### src/rtl/irr_pkg.sv
package irr_pkg;
  localparam int STATE_W = 3;
  localparam int BIT_C   = 2;
  localparam int BIT_B   = 1;
  localparam int BIT_A   = 0;

  typedef logic [STATE_W-1:0] code_t;

  // states of the cycle, in visiting order
  localparam code_t ST_0 = 3'b000;
  localparam code_t ST_1 = 3'b010;
  localparam code_t ST_2 = 3'b011;
  localparam code_t ST_3 = 3'b101;
  localparam code_t ST_4 = 3'b110;

  // codes outside the cycle
  localparam code_t UN_0 = 3'b001;
  localparam code_t UN_1 = 3'b100;
  localparam code_t UN_2 = 3'b111;

  localparam code_t RESET_CODE = ST_0;
endpackage

### src/rtl/irr_tlogic.sv
module irr_tlogic
  import irr_pkg::*;
(
  input  code_t cur_i,
  output code_t tog_o
);
  logic c, b, a;

  assign c = cur_i[BIT_C];
  assign b = cur_i[BIT_B];
  assign a = cur_i[BIT_A];

  // minimised with 001/100/111 as free, then fixed to one-step recovery
  always_comb begin
    tog_o        = '0;
    tog_o[BIT_C] = b & (a | c);
    tog_o[BIT_B] = ~b | a | c;
    tog_o[BIT_A] = (~c & b & ~a) | (c & a);
  end
endmodule

### src/rtl/irr_tstore.sv
module irr_tstore #(
  parameter int W = 3,
  parameter logic [W-1:0] INIT = '0
) (
  input  logic         clk,
  input  logic         rst,
  input  logic [W-1:0] t_i,
  output logic [W-1:0] q_o
);
  logic [W-1:0] q_r;

  // one toggle cell per bit
  for (genvar i = 0; i < W; i++) begin : g_cell
    always_ff @(posedge clk) begin
      if (rst) q_r[i] <= INIT[i];
      else     q_r[i] <= q_r[i] ^ t_i[i];
    end
  end

  assign q_o = q_r;
endmodule

### src/rtl/irr_tcounter.sv
module irr_tcounter
  import irr_pkg::*;
(
  input  logic               clk,
  input  logic               rst,
  output logic [STATE_W-1:0] state_o,
  output logic [STATE_W-1:0] toggle_o
);
  code_t cur_s;
  code_t tog_s;

  irr_tlogic u_logic (
    .cur_i (cur_s),
    .tog_o (tog_s)
  );

  irr_tstore #(
    .W    (STATE_W),
    .INIT (RESET_CODE)
  ) u_store (
    .clk (clk),
    .rst (rst),
    .t_i (tog_s),
    .q_o (cur_s)
  );

  assign state_o  = cur_s;
  assign toggle_o = tog_s;
endmodule

### config.mk
export PLATFORM = sky130hd
export DESIGN_NAME = irr_tcounter
export DESIGN_NICKNAME = d
export VERILOG_FILES = /design/src/rtl/irr_pkg.sv /design/src/rtl/irr_tlogic.sv /design/src/rtl/irr_tstore.sv /design/src/rtl/irr_tcounter.sv
export SDC_FILE = /design/constraint.sdc
export NUM_CORES = 1
export LEC_CHECK = 0
export BUFFER_PORTS_ARGS = -buffer_cell sky130_fd_sc_hd__buf_2
export CAP_MARGIN = 20
export CORE_AREA = 2 2 39 41
export DETAILED_ROUTE_END_ITERATION = 10
export DIE_AREA = 0 0 41 43
export GPL_TIMING_DRIVEN = 0
export PLACE_DENSITY_LB_ADDON = 0.12
export SYNTH_ARGS = -nofsm -noshare
export SYNTH_HDL_FRONTEND = slang
export SYNTH_SLANG_ARGS = --single-unit
export TNS_END_PERCENT = 5
### constraint.sdc
create_clock -name clk -period 1.2 [get_ports clk]
set_clock_uncertainty 0.05 [all_clocks]
set_input_delay 0.12 -clock clk [delete_from_list [all_inputs] [get_ports clk]]
set_output_delay 0.12 -clock clk [all_outputs]
set_load 0.05 [all_outputs]
---- Word level (Yosys, flattened, before mapping) ----
Cells that the tools add are included.
operators by class
  multiplexer cells ....................... 0
  eq/ne operators ......................... 0
  $mul .................................... 0
  add/subtract/negate cells ............... 0
  shift-type cells ........................ 0
  $lt $le $gt $ge ......................... 0
  reduce and logical (&&, ||, !) cells .... 0
  divide/modulo/power cells ............... 0
  bitwise gates (word level) .............. 14
operator list
  kind               number
  bitwise AND 1 bit  4
  bitwise OR 1 bit   4
  NOT 1 bit          3
  bitwise XOR 1 bit  3
word-level totals
  ROM bits ................................ 0
  memories ................................ 0
  RAM bits ................................ 0
  output and inout port bits .............. 6
  bits in latches ......................... 0
  flip-flop bits (word level) ............. 3

---- Logic depth before layout (Yosys ltp) ----
  depth after elaboration ................. 5
  depth in mapped cells ................... 2

---- By module ----
Synthesis repeated with hierarchy kept, for this count alone.
unflattened totals
  cell total of the unflattened synthesis .. 14
  area, all modules ....................... 127.6 µm²
modules (own cells, without submodules)
  module      cells each  times used  area each (µm²)  seq. area each (µm²)
  irr_tstore  9           1           97.6             60.1
  irr_tlogic  5           1           30.0             0.0

---- Worst setup path before layout ----
Ideal clock, no wire load.
  kind .................................... reg-to-reg
  start ................................... register u_store.q_r[1] (netlist: u_store.q_o[1])
  end ..................................... register u_store.q_r[1] (netlist: u_store.q_o[1])
  setup time .............................. 136 ps
  buffers on the path ..................... 0
  cell stages (with the launch flop) ...... 3
  data required time ...................... 1014 ps
  setup slack ............................. -250 ps
  data arrival time ....................... 1264 ps
  cell sequence ........................... dfxtp_1 o21a_1 nor2_1
between the ends
  cells in the longest elaborated chain, start to end .. 4
RTL lines
  element                            line              text
  from (decl)                        irr_tstore.sv:10  logic [W-1:0] q_r;
  from (signal, indexed assignment)  irr_tstore.sv:15  if (rst) q_r[i] <= INIT[i];
  from (signal, indexed assignment)  irr_tstore.sv:16  else q_r[i] <= q_r[i] ^ t_i[i];
  NOT 1 bit                          irr_tlogic.sv:17  tog_o[BIT_B] = ~b | a | c;
  bitwise OR 1 bit (2 in a row)      irr_tlogic.sv:17
  bitwise XOR 1 bit *                irr_tstore.sv:16
Every way passes the cells marked *; elsewhere a longest branch is shown, timed or not.
A chain may end at the register's enable or synchronous reset.

---- Final worst setup path ----
  start ................................... register u_store.q_r[2] (netlist: u_store.q_o[2])
  end ..................................... output toggle_o[0]
between the ends
  cells in the longest elaborated chain, start to end .. 4
RTL lines
  element                         line               text
  NOT 1 bit                       irr_tlogic.sv:18   tog_o[BIT_A] = (~c & b & ~a) | (c & a);
  bitwise AND 1 bit (2 in a row)  irr_tlogic.sv:18
  bitwise OR 1 bit *              irr_tlogic.sv:18
  to (decl)                       irr_tcounter.sv:7  output logic [STATE_W-1:0] toggle_o
Marked as above.

==> run summary <==
Setup slack, reg-to-reg - 420 ps
Setup TNS - 0 ps
Initial antenna violation count - 0
Syn_area_per_cell - 8.58 um^2
Antenna fix cells - 0
Critical path type - reg -> out
Post-placement cell count - 37
Vias per inst - 3.27
CP Data Arrival Time - 990 ps
Crit. Startpoint - u_store.q_o[2]$_SDFF_PP0_
Gr ovfl total - 0
Largest net degree at the start of global routing - 8
Met3 Wirelength - 40 um
Slew @ Worst Pin - 250 ps
Commonest cells after routing, fill and taps aside - 5 x buf_2, 3 x clkbuf_4, 2 x nor2_1, 2 x dfxtp_4
First DRT Iteration DRCs - 4
Met2 wire length - 129 um
Number of synthesis warnings - 0
Clock root buffer - clkbuf_4
Crit-path max FO - 7
# DRC - 0
Port Buffers - 7
PwrDens - 1860 nW/um^2
Crit-path cells - nand2_2, a21bo_1, buf_6
Buffers & Inverters on Critical Path - 1
Crit path time final - 1160 ps
Skew-Pair Late Insertion Delay - 230 ps
Vias in the first global route - 126
Largest register FFs - 3
Drt pass-1 iters - 3
HP Class - in -> reg
Register area share after synthesis - 50.0%
Via count - 134
Synth unique cells - 9
Synth area leaders - dfxtp_1 50%, nor2_1 9.4%, a21bo_1 8.3%
DRT antenna net count - 0
Final Hold Viols - 0
Endpoints failing setup - 0
Post-CTS Hold Buffers - 0
CP delay by family, top - flip-flops
Synth area leader - dfxtp_1
IO Count - 8
R2R Path End - u_store.q_o[2]$_SDFF_PP0_
Hpwl dp - 219 um
Worst vdd ir - 0.313 mV
Initial Util - 8.68%
Tot GR Track Use - 5.02%
Die Wd - 41 um
Post-Layout Cell Count - 41
Slew margin rel. - 83.5%
Fmax - 863 MHz
Final Cycle Share - 96.6%
Site row count - 14
Area Growth Syn to Fin - 87.5%
Critical path depth - 3
Die Y - 43 um
Core ar. - 1380 um^2
H-tree lvl count - 1
Final wirelength - 310 um
Crit path to - toggle_o[0]
Synth Instances - 14
CTS Buffer Depth - 2
TritonCTS Buffers - 3
CTS tree - done
GPL Wtd Cong - 0.662
Clock sinks - 3
Leak - 0.102 nW
FF-to-FF path depth - 2
Final Slew Violations - 0
Top sig layer - met3
Critical path's largest stage delay - 360 ps
Outcome - finished clean
Capturing element type of the critical path - output pin
Worst R2R Start - u_store.q_o[2]$_SDFF_PP0_
FF+latch count, synth - 3
Most common cell after layout, fill and taps aside - buf_2
Mapped cell area - 120 um^2
CP max-delay cell - dfxtp_4
Max_cap viols - 0
Hold WS - 17.7 ps
Yosys top cell area share - 50.0%
Worst Setup Start Kind - flop
Reg clk slew, reported paths - 40 ps
Fraction of layout cells with a size suffix above 1 - 64.0%
Syn_nets - 16
Required time of the worst setup path - 1030 ps
Average wire per standard cell - 7.56 um
Min-delay src - rst
Met1 WL - 140 um
Die area - 1760 um^2
First-pass GRT wire length - 496 um
Final Power - 0.418 mW
Fin nets - 28
-- worst min-delay path by stage --
| stage | endpoint | slack [ps] | cells after the start |
|---|---|---|---|
| global placement | u_store.q_o[1]$_SDFF_PP0_ | 260 | 2 |
| finish | u_store.q_o[1]$_SDFF_PP0_ | 20 | 2 |
| detailed placement | u_store.q_o[1]$_SDFF_PP0_ | 260 | 2 |
| floorplan | u_store.q_o[2]$_SDFF_PP0_ | 130 | 1 |
| global route | u_store.q_o[1]$_SDFF_PP0_ | 20 | 2 |
| CTS | u_store.q_o[1]$_SDFF_PP0_ | 7 | 2 |
-- Yosys cell counts --
master and number:
nand2b_1 1, a21bo_1 1, a21oi_1 1, nand3b_1 1
nor3_1 1, nand2_1 2, o21a_1 1, nor2_1 3
dfxtp_1 3
-- through the flow --
| step | worst slack (ps) | area [um^2] | util [%] |
|---|---|---|---|
| 4_1_cts | 2.11 | 218 | 15.7 |
| 3_3_place_gp | 203 | 180 | 13.0 |
| 3_5_place_dp | 191 | 180 | 13.0 |
| 2_1_floorplan | 0.448 | 125 | - |
| 5_1_grt | -4.39 | 225 | 16.3 |
| 6_report | 41.1 | 225 | 16.3 |
-- power by group --
| part | switching (mW) | total, mW | leakage [nW] | internal, mW |
|---|---|---|---|---|
| combinational | 0.0864 | 0.121 | 0.0608 | 0.0349 |
| clock | 0.0490 | 0.173 | 0.0150 | 0.124 |
| sequential | 0.0145 | 0.124 | 0.0263 | 0.109 |
| total | 0.150 | 0.418 | 0.102 | 0.269 |
-- final cells by class --
class | count | area (um^2)
sequential | 3 | 68.8
multi-input combinational | 11 | 66.3
tap | 16 | 20.0
fill | 160 | 1160
timing repair buffer | 7 | 43.8
clock buffer | 4 | 26.3
-- worst reg2reg max path: stages (launching register included) --
cell and delay (ps):
dfxtp_4 360, nand3b_1 160, a21oi_1 140
-- routing by layer --
layer	track usage, %	up-vias
met5	0	-
met4	10.0	0
met3	1.57	0
met2	4.38	7
met1	5.77	57
li1	-	70
-- kinds of logic after synthesis --
kind of cell	Yosys count	share of synthesized area (%)
and+or+nand+nor	8	31.3
AOI/OAI and AO/OA	3	18.7
DFF	3	50.0
-- what timing repair did --
| action | 4_1_cts | 5_1_grt |
|---|---|---|
| resized for setup | 4 | 4 |
| endpoints found under the setup margin | 1 | 2 |
| buffers inserted | 0 | 0 |
(Power assumes the default switching activity.)
